--- config.mk ---
export PLATFORM = sky130hd
export DESIGN_NAME = spi_chain_target
export DESIGN_NICKNAME = d
export VERILOG_FILES = /design/src/rtl/spi_dc_pkg.sv /design/src/rtl/dc_sync.sv /design/src/rtl/dc_shifter.sv /design/src/rtl/dc_decoder.sv /design/src/rtl/spi_chain_target.sv
export SDC_FILE = /design/constraint.sdc
export NUM_CORES = 1
export LEC_CHECK = 0
export BUFFER_PORTS_ARGS = -buffer_cell sky130_fd_sc_hd__buf_2
export CORE_ASPECT_RATIO = 1.4
export CORE_UTILIZATION = 64
export DETAILED_ROUTE_END_ITERATION = 10
export GPL_TIMING_DRIVEN = 0
export PLACE_DENSITY = 0.91
export SYNTH_ARGS = -nofsm -noshare
export SYNTH_HDL_FRONTEND = slang
export SYNTH_SLANG_ARGS = --single-unit
--- constraint.sdc ---
create_clock -name clk -period 6.2 [get_ports clk]
set_input_delay 0.93 -clock clk [delete_from_list [all_inputs] [get_ports clk]]
set_output_delay 0.93 -clock clk [all_outputs]
set_load 0.01 [all_outputs]
--- src/rtl/spi_dc_pkg.sv ---
package spi_dc_pkg;

  typedef enum logic [1:0] {
    ST_STAT  = 2'd0,
    ST_HDR2  = 2'd1,
    ST_BODY  = 2'd2,
    ST_ABORT = 2'd3
  } dc_state_e;

  function automatic logic is_status(input logic [7:0] b);
    return b[7:6] == 2'b11;
  endfunction

  function automatic logic is_header(input logic [7:0] b);
    return b[7:6] == 2'b10;
  endfunction

  // input byte index (from frame start) of this device's address byte
  function automatic int addr_slot(input int n);
    return n + 1;
  endfunction

  // input byte index of this device's data byte
  function automatic int data_slot(input int n);
    return 2 * n + 1;
  endfunction

  // whole bytes a well-formed frame carries
  function automatic int frame_bytes(input int n);
    return 2 * n + 2;
  endfunction

endpackage

--- src/rtl/dc_sync.sv ---
module dc_sync #(
  parameter int            W   = 1,
  parameter logic [W-1:0]  RST = '0
) (
  input  logic         clk,
  input  logic         rst_n,
  input  logic [W-1:0] d,
  output logic [W-1:0] q
);
  logic [W-1:0] s1, s2;

  always_ff @(posedge clk or negedge rst_n) begin
    if (!rst_n) begin
      s1 <= RST;
      s2 <= RST;
    end else begin
      s1 <= d;
      s2 <= s1;
    end
  end

  assign q = s2;
endmodule

--- src/rtl/dc_shifter.sv ---
module dc_shifter #(
  parameter int BW = 8
) (
  input  logic          clk,
  input  logic          rst_n,
  input  logic          sclk_s,
  input  logic          mosi_s,
  input  logic          cs_n_s,
  input  logic [BW-1:0] status_byte,
  input  logic [BW-1:0] tx_next,
  output logic          frame_start,
  output logic          frame_end,
  output logic          byte_done,
  output logic [BW-1:0] rx_byte,
  output logic          aligned,
  output logic          miso
);
  localparam int BC_W = $clog2(BW);

  logic            sclk_d, cs_d, pend;
  logic [BW-1:0]   in_sr, out_sr;
  logic [BC_W-1:0] bit_cnt;
  logic            rise, fall, active;

  assign rise        = sclk_s & ~sclk_d;
  assign fall        = ~sclk_s & sclk_d;
  assign active      = ~cs_n_s;
  assign frame_start = cs_d & ~cs_n_s;
  assign frame_end   = ~cs_d & cs_n_s;
  assign aligned     = (bit_cnt == '0);
  assign miso        = active & out_sr[BW-1];

  always_ff @(posedge clk or negedge rst_n) begin
    if (!rst_n) begin
      sclk_d    <= 1'b0;
      cs_d      <= 1'b1;
      pend      <= 1'b0;
      in_sr     <= '0;
      out_sr    <= '0;
      bit_cnt   <= '0;
      rx_byte   <= '0;
      byte_done <= 1'b0;
    end else begin
      sclk_d    <= sclk_s;
      cs_d      <= cs_n_s;
      byte_done <= 1'b0;
      if (frame_start) begin
        out_sr  <= status_byte;
        bit_cnt <= '0;
        pend    <= 1'b0;
      end else if (frame_end) begin
        out_sr  <= '0;
        pend    <= 1'b0;
      end else if (active) begin
        if (rise) begin
          in_sr <= {in_sr[BW-2:0], mosi_s};
          if (bit_cnt == BC_W'(BW - 1)) begin
            bit_cnt   <= '0;
            rx_byte   <= {in_sr[BW-2:0], mosi_s};
            byte_done <= 1'b1;
            pend      <= 1'b1;
          end else begin
            bit_cnt <= bit_cnt + 1'b1;
          end
        end else if (fall) begin
          if (pend) begin
            out_sr <= tx_next;
            pend   <= 1'b0;
          end else begin
            out_sr <= {out_sr[BW-2:0], 1'b0};
          end
        end
      end
    end
  end
endmodule

--- src/rtl/dc_decoder.sv ---
module dc_decoder
  import spi_dc_pkg::*;
#(
  parameter int BW = 8
) (
  input  logic          clk,
  input  logic          rst_n,
  input  logic          frame_start,
  input  logic          frame_end,
  input  logic          byte_done,
  input  logic [BW-1:0] rx_byte,
  input  logic          aligned,
  output logic          sub_sel,
  output logic [BW-3:0] reg_addr,
  output logic [BW-1:0] reg_wdata,
  output logic          reg_we,
  output logic          clear_fault
);
  localparam int FW    = BW - 2;
  localparam int CNT_W = FW + 2;

  dc_state_e        state;
  logic [FW-1:0]    pos, n_dev;
  logic             mine, clr;
  logic [CNT_W-1:0] idx;
  logic [BW-1:0]    addr_b;
  logic             is_write;

  assign reg_addr  = addr_b[FW-1:0];
  assign is_write  = (addr_b[BW-1:BW-2] == 2'b00);

  always_ff @(posedge clk or negedge rst_n) begin
    if (!rst_n) begin
      state       <= ST_STAT;
      pos         <= '0;
      n_dev       <= '0;
      mine        <= 1'b0;
      clr         <= 1'b0;
      idx         <= '0;
      addr_b      <= '0;
      reg_wdata   <= '0;
      sub_sel     <= 1'b0;
      reg_we      <= 1'b0;
      clear_fault <= 1'b0;
    end else begin
      reg_we      <= 1'b0;
      clear_fault <= 1'b0;
      if (frame_start) begin
        state   <= ST_STAT;
        pos     <= '0;
        n_dev   <= '0;
        mine    <= 1'b0;
        clr     <= 1'b0;
        idx     <= '0;
        sub_sel <= 1'b0;
      end else if (frame_end) begin
        sub_sel <= 1'b0;
        if (state == ST_BODY) begin
          clear_fault <= clr;
          if (mine && aligned && is_write &&
              idx == CNT_W'(frame_bytes(int'(n_dev))))
            reg_we <= 1'b1;
        end
      end else if (byte_done) begin
        if (idx != '1) idx <= idx + 1'b1;
        sub_sel <= 1'b0;
        case (state)
          ST_STAT: begin
            if (is_status(rx_byte)) begin
              if (pos == '1) state <= ST_ABORT;
              else           pos   <= pos + 1'b1;
            end else if (is_header(rx_byte)) begin
              n_dev <= rx_byte[FW-1:0];
              mine  <= (rx_byte[FW-1:0] != '0) && (pos < rx_byte[FW-1:0]);
              state <= ST_HDR2;
            end else begin
              state <= ST_ABORT;
            end
          end
          ST_HDR2: begin
            if (is_header(rx_byte)) begin
              clr   <= rx_byte[FW-1];
              state <= ST_BODY;
            end else begin
              state <= ST_ABORT;
            end
          end
          ST_BODY: begin
            if (mine && idx == CNT_W'(addr_slot(int'(n_dev)))) begin
              addr_b  <= rx_byte;
              sub_sel <= 1'b1;
            end
            if (mine && idx == CNT_W'(data_slot(int'(n_dev))))
              reg_wdata <= rx_byte;
          end
          default: ;
        endcase
      end
    end
  end
endmodule

--- src/rtl/spi_chain_target.sv ---
module spi_chain_target #(
  parameter int BW = 8
) (
  input  logic          clk,
  input  logic          rst_n,
  input  logic          spi_sclk,
  input  logic          spi_cs_n,
  input  logic          spi_mosi,
  output logic          spi_miso,
  input  logic [BW-3:0] fault_flags,
  input  logic [BW-1:0] reg_rdata,
  output logic [BW-3:0] reg_addr,
  output logic [BW-1:0] reg_wdata,
  output logic          reg_we,
  output logic          clear_fault
);
  logic          cs_n_s, sclk_s, mosi_s;
  logic          frame_start, frame_end, byte_done, aligned, sub_sel;
  logic [BW-1:0] rx_byte, tx_next, status_byte;

  dc_sync #(.W(3), .RST(3'b100)) u_sync (
    .clk   (clk),
    .rst_n (rst_n),
    .d     ({spi_cs_n, spi_sclk, spi_mosi}),
    .q     ({cs_n_s, sclk_s, mosi_s})
  );

  assign status_byte = {2'b11, fault_flags};
  assign tx_next     = sub_sel ? reg_rdata : rx_byte;

  dc_shifter #(.BW(BW)) u_shift (
    .clk         (clk),
    .rst_n       (rst_n),
    .sclk_s      (sclk_s),
    .mosi_s      (mosi_s),
    .cs_n_s      (cs_n_s),
    .status_byte (status_byte),
    .tx_next     (tx_next),
    .frame_start (frame_start),
    .frame_end   (frame_end),
    .byte_done   (byte_done),
    .rx_byte     (rx_byte),
    .aligned     (aligned),
    .miso        (spi_miso)
  );

  dc_decoder #(.BW(BW)) u_dec (
    .clk         (clk),
    .rst_n       (rst_n),
    .frame_start (frame_start),
    .frame_end   (frame_end),
    .byte_done   (byte_done),
    .rx_byte     (rx_byte),
    .aligned     (aligned),
    .sub_sel     (sub_sel),
    .reg_addr    (reg_addr),
    .reg_wdata   (reg_wdata),
    .reg_we      (reg_we),
    .clear_fault (clear_fault)
  );
endmodule

# Word-level counts from Yosys, hierarchy flattened
# Index checks and enable logic that the tools add are counted.
dict set report classes {
  addsub 6
  n_lt_le_gt_ge 1
  n_eq_ne 18
  n_mux 70
  bitwise 11
  reduce_logical 33
}
# op count
set ops {}
lappend ops {{$mux W8} 11}
lappend ops {{$mux W6} 12}
lappend ops {{$mux W1} 35}
lappend ops {{$reduce_and A5 Y1} 5}
lappend ops {{$eq A8 B8 Y1} 3}
lappend ops {{$mux W3} 5}
lappend ops {{$reduce_bool A2 Y1} 7}
lappend ops {{$mux W2} 6}
lappend ops {{$reduce_and A3 Y1} 4}
lappend ops {{$reduce_and A4 Y1} 3}
lappend ops {{$reduce_bool A3 Y1} 3}
lappend ops {{$add A7 B1 Y8 const B} 1}
lappend ops {{$add A7 B2 Y8 const B} 1}
lappend ops {{$add A8 B1 Y8 const B} 1}
lappend ops {{$ne A2 B2 Y1 const B} 4}
lappend ops {{$ne A4 B4 Y1 const B} 2}
lappend ops {{$ne A8 B8 Y1 const B} 1}
lappend ops {{$add A6 B1 Y7 const B} 1}
lappend ops {{$add A6 B1 Y6 const B} 1}
lappend ops {{$eq A2 B2 Y1 const B} 3}
lappend ops {{$eq A6 B6 Y1 const B} 1}
lappend ops {{$logic_and A1 B1 Y1} 6}
lappend ops {{$lt A6 B6 Y1} 1}
lappend ops {{$ne A3 B3 Y1 const B} 2}
lappend ops {{10 further kinds} 20}
dict set report word_totals {
  regBits 79
  inputBits 19
  output_inout_bits 17
  word_cells 160
}

# Longest topological paths before layout
# Gate-level depths: netlist of the first run.
dict set report logic_depth {
  depth_word 8
  depth_mapped 9
}

# Hierarchy
# Synthesis of the first run repeated with hierarchy kept, for this count alone.
dict set report unflattened {
  cells_unflattened 378
  hier_area_um2 4265.3
}
# mod n_inst cells_per_inst area_each_um2 seq_area_each_um2
set modules_own_cells {}
lappend modules_own_cells {dc_decoder 1 244 2493.6 1076.0}
lappend modules_own_cells {dc_shifter 1 118 1483.9 752.0}
lappend modules_own_cells {dc_sync 1 6 152.6 152.6}
lappend modules_own_cells {spi_chain_target 1 10 135.1 0.0}

# Worst setup path before layout of the first run
# Ideal clock, no wire load.
dict set report synth_path {
  path_kind {reg-to-reg}
  from {register u_dec.n_dev[3]}
  to {register u_dec.addr_b[2]}
  t_arrival_ns 1.901
  required_time_ns 6.075
  slack_ns 4.174
  stages_incl_launch_ff 7
  synth_period_minus_slack_ns 2.026
  path_cell_list {dfrtp_1 > clkbuf_2 > nand2_1 > or3_4 > a2111oi_4 > nand4_4 > mux2_4}
}
dict set report synth_via {
  elab_chain_len 4
}
# item line
set synth_lines {}
lappend synth_lines {{start: declaration} dc_decoder.sv:23} ;# logic [FW-1:0] pos, n_dev;
lappend synth_lines {{start signal: assignment} dc_decoder.sv:73} ;# n_dev <= rx_byte[FW-1:0];
lappend synth_lines {{$add A6 B1 Y7} spi_dc_pkg.sv:20} ;# return n + 1;
lappend synth_lines {{$eq A8 B8 Y1} dc_decoder.sv:89} ;# if (mine && idx == CNT_W'(addr_slot(int'(n_dev)))) begin
lappend synth_lines {{$logic_and A1 B1 Y1} dc_decoder.sv:89}
lappend synth_lines {{$reduce_and A5 Y1 (no line)} n/a}
lappend synth_lines {{end signal: assignment} dc_decoder.sv:90} ;# addr_b <= rx_byte;
lappend synth_lines {{end: declaration} dc_decoder.sv:26} ;# logic [BW-1:0] addr_b;
# Every way passes these cells.
# A chain may end at the register's enable or synchronous reset.

# Worst setup path in the final report of the first run
dict set report layout_path {
  from {register u_sync.s2[2] (netlist: u_sync.q[2])}
  to {register u_shift.out_sr[5]}
}
dict set report layout_via {
  elab_chain_len 4
}
# item line
set layout_lines {}
lappend layout_lines {{start: declaration} dc_sync.sv:10} ;# logic [W-1:0] s1, s2;
lappend layout_lines {{start signal: assignment} dc_sync.sv:15} ;# s2 <= RST;
lappend layout_lines {{start signal: assignment} dc_sync.sv:18} ;# s2 <= s1;
lappend layout_lines {{$not A1 Y1 (no line)} n/a}
lappend layout_lines {{$and A1 B1 Y1} dc_shifter.sv:28} ;# assign frame_start = cs_d & ~cs_n_s;
lappend layout_lines {{$ne A3 B3 Y1 (no line) or $reduce_bool A3 Y1 (tied branches)} n/a}
lappend layout_lines {{$reduce_and A3 Y1 (no line)} n/a}
lappend layout_lines {{end signal: assignment} dc_shifter.sv:48} ;# out_sr <= status_byte;
lappend layout_lines {{end signal: assignment} dc_shifter.sv:67} ;# out_sr <= tx_next;
lappend layout_lines {{end signal: assignment} dc_shifter.sv:70} ;# out_sr <= {out_sr[BW-2:0], 1'b0};
lappend layout_lines {{end: declaration} dc_shifter.sv:21} ;# logic [BW-1:0] in_sr, out_sr;
# Parallel ways exist; a longest one is shown, timed or not.

==> results of run 1 <==
-- stage by stage --
step / std cells / hold slack, ns
6_report: 519 / 0.3584
5_1_grt: 519 / 0.3610
4_1_cts: 519 / 0.3593
3_5_place_dp: 503 / 0.3471
3_3_place_gp: 502 / 0.3332
2_1_floorplan: 395 / 0.3312
-- sequential cells by signal (all words and copies together), names as in the netlist, 2 cells and up --
name             flops
u_shift.bit_cnt      3
u_dec.idx            8
u_shift.in_sr        7
u_dec.addr_b         8
u_shift.out_sr       8
u_dec.state          2
u_sync.s1            3
u_dec.pos            6
u_sync.q             3
u_dec.reg_wdata      8
u_shift.rx_byte      8
u_dec.n_dev          6
-- power by group through the flow --
stage          registers (mW)  clock network, mW  logic (mW)
2_1_floorplan           0.589                  0      0.0902
4_1_cts                 0.591              0.482       0.134
3_3_place_gp            0.595                  0       0.121
6_report                0.593              0.480       0.134
5_1_grt                 0.596              0.503       0.147
3_5_place_dp            0.600                  0       0.132
-- final timing paths --
| check | from | endpoint | cells after the start |
|---|---|---|---|
| worst min-delay path | u_sync.s1[0] | u_sync.q[0] | 0 |
| min in group asynchronous | rst_n | u_dec.addr_b[3] | 1 |
| worst max-delay path | u_sync.q[2] | u_shift.out_sr[5] | 7 |
| max in group asynchronous | rst_n | u_sync.s1[2] | 2 |
| worst max register to register | u_sync.q[2] | u_shift.out_sr[5] | 7 |
| worst min register to register | u_sync.s1[0] | u_sync.q[0] | 0 |
-- logic make-up after synthesis --
logic type / after synthesis
buffers and inverters: 39
xor gates and xnor gates: 22
DFF: 79
AOI/OAI and AO/OA: 78
muxes: 41
and+or+nand+nor: 120
adders and majority gates: 16
-- final cells by class --
| type | instances | area [sq um] |
|---|---|---|
| multi-input cells | 277 | 1976 |
| repair buffers | 36 | 205.2 |
| well taps | 72 | 90.09 |
| fillers | 370 | 1538 |
| plain buffers | 22 | 107.6 |
| clock buffers | 9 | 123.9 |
| inverters | 17 | 63.81 |
| flip-flops and latches | 79 | 1981 |
| clock inverters | 7 | 126.4 |
-- cells in the final DEF, fill, tap and decap left out, drive strengths merged, types with 2 or more instances in the layout --
cell     synthesis  final
dfstp            3      3
a211oi           9      9
nand3           13     13
clkbuf          16     25
mux2i            9      9
bufinv           0      3
nand4b           2      2
xor2             7      7
nand4            4      4
nor2b            7      7
a2111oi          3      3
ha              16     16
dfrtp           76     76
nand2           30     30
a21o             5      5
inv             17     20
o31ai            7      7
nand2b           6      6
o21ai           17     17
mux2            32     32
or3              3      3
nor3             7      7
xnor2           15     15
or4              2      2
o21bai           2      2
and2             5      5
nor2            34     34
buf              6     42
a21oi           26     26
-- routing by layer --
metal	global-route usage	up-vias
met4	0.1677	0
met1	0.3369	1612
met5	0	-
met2	0.5288	142
li1	-	1481
met3	0.06563	42
==> metrics.txt, run 1 <==
ratio of cells with drive above 1 in the final layout 0.2304; Critical Path RT 6.48 ns; Initial Util 0.6646; Final min period 2.520 ns; power per cell area 258.1 nW/um^2; detailed-route via count 3277; clk_skew 0.007522 ns; Slowest-stage cell, CP dfstp_2; Pre-antenna DRT Iters 4; r2r setup slk 3.68 ns; RSZ-0062 raised after global routing false; period utilisation layout 0.4065; CP top delay family buffers and inverters; crit-path max cell delay 0.59 ns; crit path buf inv count 2; Placer Congestion 0.8624; Layout Nets 477; Root Buffer clkbuf_8; Yosys warning count 0; Finished Core Util 0.7524; synth unique cells 50; IO Pins 36; wl on met1 3504 microns; HP Class reg -> reg; leakage 2.141 nW; sequential cell fraction of total power 0.491; most common cell in the netlist dfrtp_1; Crit Path Category reg -> reg; clk_lat worst skew 0.36 ns; Row Count 34; crit path DAT 2.80 ns; Synth Area in Compound Gates 0.1249; CTS Buf Count 9; first-pass GRT wire length 15840 microns; CP max FO 10; grt total ovfl 0; Die Area 6779 sq um; routed len/inst 18.43 microns; Logic pwr share 0.111; post-synthesis instance total 395; Synth Cell Area 4128 sq um; Clock transition at path regs 0.09 ns; CP Cell Sequence ha_1, clkbuf_1, nor2_1, a21oi_1, clkbuf_1, nor2_1, a21oi_1; final setup fails 0; port bufs 35; Worst-Margin Slew 0.8167 ns; HPWL after DPL 6824 microns; Post-Synth Simple-Gate Area 0.1476; Area after DPL 4423 sq um; maxcap violations 0; CTS resizes 0; switching part of the total 0.2631; NetSw 0.3173 mW; final hold violations 0; Worst setup EP type flop; largest family of logic cells by synthesized area simple AND/OR/NAND/NOR gates; Vias/cell 6.314; top cells by count, synth 76 x dfrtp_1, 34 x nor2_1, 30 x mux2_2, 30 x nand2_1, 26 x a21oi_1; sequential cell area fraction in the yosys report 0.4798; # DRC 0; vias in the first global route 3372; xor/xnor cell area share of the yosys netlist 0.04668; post-synthesis area per instance 10.45 sq um; status completed; Max VDD drop 0.0002159 V; Clock Tree Buf Depth 2; routed wl met3 480 microns; post-synthesis adder-cell area fraction 0.04850; cts hold-fix bufs 0; clock network fraction of design power 0.398; clk sinks 79; antenna cells 0; Async S/R FF share, synth 1.000; die width 69.88 microns; antenna violations before repair 0; Slew headroom 0.4526; top_reg_cell synth dfrtp_1; Routed WL 9565 microns; CTS tree built; Synthesized Nets 430; Pint 0.8889 mW; number of setup buffers added after CTS 0; H-tree lvl count 3; EDFF count, synth 0; initial drt markers 167; post-synthesis mux area share 0.1109; pin count of the biggest net entering global routing 50; Final Max Tran Viols 0; routed wl met2 5185 microns; Synth area leader dfrtp_1; Tot Pwr 1.206 mW; GRT Overall Usage 0.3027; Area growth syn-to-layout 13.22%; DR top layer met4; synth top area cells dfrtp_1 46%, mux2_2 8.2%, ha_1 4.8%; Seq cells post-synth 79; top-area cell type share of the netlist area 0.4607; Die Y 97.02 microns; Final ANT Viol Nets 0; core area 6211 sq um; Sum Neg Setup Slack 0 ns; pre-CTS setup slack 3.748 ns; PnR worst setup slack 3.680 ns; Final Cell Area 4673 sq um; FMAX 396.8 MHz; critical path launch point type flop
No activity file was read; power rests on OpenSTA's default activity.
==> run 2: changes to the inputs <==
--- a/config.mk
+++ b/config.mk
@@ -7,10 +7,10 @@
 export LEC_CHECK = 0
 export BUFFER_PORTS_ARGS = -buffer_cell sky130_fd_sc_hd__buf_2
 export CORE_ASPECT_RATIO = 1.4
-export CORE_UTILIZATION = 64
+export CORE_UTILIZATION = 60
 export DETAILED_ROUTE_END_ITERATION = 10
 export GPL_TIMING_DRIVEN = 0
-export PLACE_DENSITY = 0.91
+export PLACE_DENSITY = 0.86
 export SYNTH_ARGS = -nofsm -noshare
 export SYNTH_HDL_FRONTEND = slang
 export SYNTH_SLANG_ARGS = --single-unit
==> constraint.sdc (replaced) <==
create_clock -name clk -period 2.64 [get_ports clk]
set_input_delay 0.396 -clock clk [delete_from_list [all_inputs] [get_ports clk]]
set_output_delay 0.396 -clock clk [all_outputs]
set_load 0.01 [all_outputs]
==> metrics.txt, run 2 (synthesized netlist as in run 1, its figures left out) <==
Clock transition at path regs 0.09 ns (about the same); Area growth syn-to-layout 12.97% (was 13.22%); leakage 2.126 nW (was 2.141 nW); final hold violations 0 (unchanged); maxcap violations 0 (unchanged); Die Y 100.1 microns (was 97.02 microns); number of setup buffers added after CTS 0 (unchanged); Vias/cell 5.798 (was 6.314); Max VDD drop 0.0004659 V (was 0.0002159 V); grt total ovfl 0 (unchanged); Routed WL 8951 microns (was 9565 microns); Worst setup EP type flop (unchanged); Worst-Margin Slew 0.8400 ns (was 0.8167 ns); Final ANT Viol Nets 0 (unchanged); Pre-antenna DRT Iters 4 (unchanged); Placed Cells 523 (was 503); status completed (unchanged); power per cell area 566.4 nW/um^2 (was 258.1 nW/um^2); vias in the first global route 3184 (was 3372); Critical Path RT 2.92 ns (was 6.48 ns); detailed-route via count 3131 (was 3277); first-pass GRT wire length 14820 microns (was 15840 microns); CTS Buf Count 9 (unchanged); initial drt markers 153 (was 167); CP top delay family buffers and inverters (unchanged); clk_lat worst skew 0.37 ns (was 0.36 ns); pin count of the biggest net entering global routing 45 (was 50); Sum Neg Setup Slack 0 ns (unchanged); H-tree lvl count 3 (unchanged); antenna violations before repair 0 (unchanged); Final min period 2.405 ns (was 2.520 ns); Area after DPL 4441 sq um (was 4423 sq um); CP max FO 10 (unchanged); switching part of the total 0.2797 (was 0.2631); CP Cell Sequence ha_1, clkbuf_1, nor2_1, a21oi_2, clkbuf_1, nor2_1, a21oi_1 (was ha_1, clkbuf_1, nor2_1, a21oi_1, clkbuf_1, nor2_1, a21oi_1); # DRC 0 (unchanged); fin cells 540 (was 519); HPWL after DPL 6444 microns (was 6824 microns); crit path DAT 2.69 ns (was 2.80 ns); Pint 1.903 mW (was 0.8889 mW); Slowest-stage cell, CP dfstp_2 (unchanged); core area 6613 sq um (was 6211 sq um); pre-CTS setup slack 0.2150 ns (was 3.748 ns); Placer Congestion 0.9281 (was 0.8624); sequential cell fraction of total power 0.524 (was 0.491); Row Count 35 (was 34); FMAX 415.8 MHz (was 396.8 MHz); Finished Core Util 0.7052 (was 0.7524); clk sinks 79 (unchanged); final setup fails 0 (unchanged); clock network fraction of design power 0.357 (was 0.398); Clock Tree Buf Depth 2 (unchanged); most frequent cells in the layout 76 x dfrtp_1, 34 x nor2_1, 34 x buf_2 (unchanged); die width 72.10 microns (was 69.88 microns); Layout Nets 478 (was 477); PnR worst setup slack 0.2350 ns (was 3.680 ns); crit path buf inv count 2 (unchanged); period utilisation layout 0.9110 (was 0.4065); RSZ-0062 raised after global routing false (unchanged); Final Max Tran Viols 0 (unchanged); antenna cells 0 (unchanged); GRT Overall Usage 0.2734 (was 0.3027); IO Pins 36 (unchanged); Initial Util 0.6242 (was 0.6646); Final Cell Area 4663 sq um (was 4673 sq um); ratio of cells with drive above 1 in the final layout 0.2344 (was 0.2304); CTS tree built (unchanged); NetSw 0.7388 mW (was 0.3173 mW); Logic pwr share 0.119 (was 0.111); critical path launch point type flop (unchanged); Root Buffer clkbuf_8 (unchanged); commonest non-fill, non-tap cell in the layout dfrtp_1 (unchanged); crit-path max cell delay 0.60 ns (was 0.59 ns); clk_skew 0.01151 ns (was 0.007522 ns); Fill cells 461 (was 370); Die Area 7220 sq um (was 6779 sq um); port bufs 35 (unchanged); HP Class in -> reg (was reg -> reg); Slew headroom 0.4369 (was 0.4526); routed len/inst 16.58 microns (was 18.43 microns); Crit Path Category reg -> reg (unchanged)
==> run 2: worst reg2reg max path, delay by kind of cell (launching register included) <==
kind	cells	cell delay, ns
flops	1	0.60
fa+ha+maj	1	0.26
buf+inv	2	0.77
simple gates	2	0.22
compound gates	2	0.48
==> run 2: worst paths after layout <==
kind / endpoint / cells after the start / slack [ns] / start
max: u_shift.out_sr[6] / 7 / 0.23 / u_sync.q[2]
min: u_sync.s1[2] / 1 / 0.12 / spi_cs_n
max reg2reg: u_shift.out_sr[6] / 7 / 0.23 / u_sync.q[2]
min reg2reg: u_sync.q[1] / 0 / 0.36 / u_sync.s1[1]
max in group asynchronous: u_sync.s1[2] / 3 / 1.46 / rst_n
min in group asynchronous: u_dec.addr_b[3] / 2 / 0.52 / rst_n
==> run 2: routing by layer <==
layer | track usage | up-vias | routed length [microns]
met5 | 0 | - | 0
met4 | 0.1237 | 0 | 248
met3 | 0.06526 | 27 | 415
met2 | 0.4824 | 110 | 4789
met1 | 0.3093 | 1518 | 3497
li1 | - | 1476 | -
==> run 2: through the flow <==
stage / hold slack, ns / power [mW]
floorplan: 0.1004 / 1.594
global placement: 0.3341 / 1.683
detailed placement: 0.3385 / 1.713
CTS: 0.1132 / 2.648
global route: 0.1059 / 2.753
finish: 0.1226 / 2.641
==> run 2: power groups by stage <==
stage                     Clock (mW)  Sequential, mW  Combinational (mW)
after floorplan                    0            1.38               0.212
after global placement             0            1.40               0.286
after detailed placement           0            1.40               0.309
after CTS                      0.953            1.38               0.314
after global routing           0.997            1.40               0.359
final                          0.944            1.38               0.315
==> run 2: layout make-up <==
class / count / area (sq um) / share of cell area
flip-flops and latches: 79 / 1981 / 0.4247
multi-input cells: 277 / 1979 / 0.4245
repair buffers: 37 / 207.7 / 0.04454
clock buffers: 9 / 123.9 / 0.02656
well taps: 92 / 115.1 / 0.02468
plain buffers: 22 / 108.9 / 0.02334
clock inverters: 7 / 83.83 / 0.01798
inverters: 17 / 63.81 / 0.01368
==> run 2: repair_timing <==
item	in CTS	in global routing
gates resized for setup	0	3
setup endpoints to repair	0	8
hold buffers	1	0
endpoints found under the hold margin	35	0
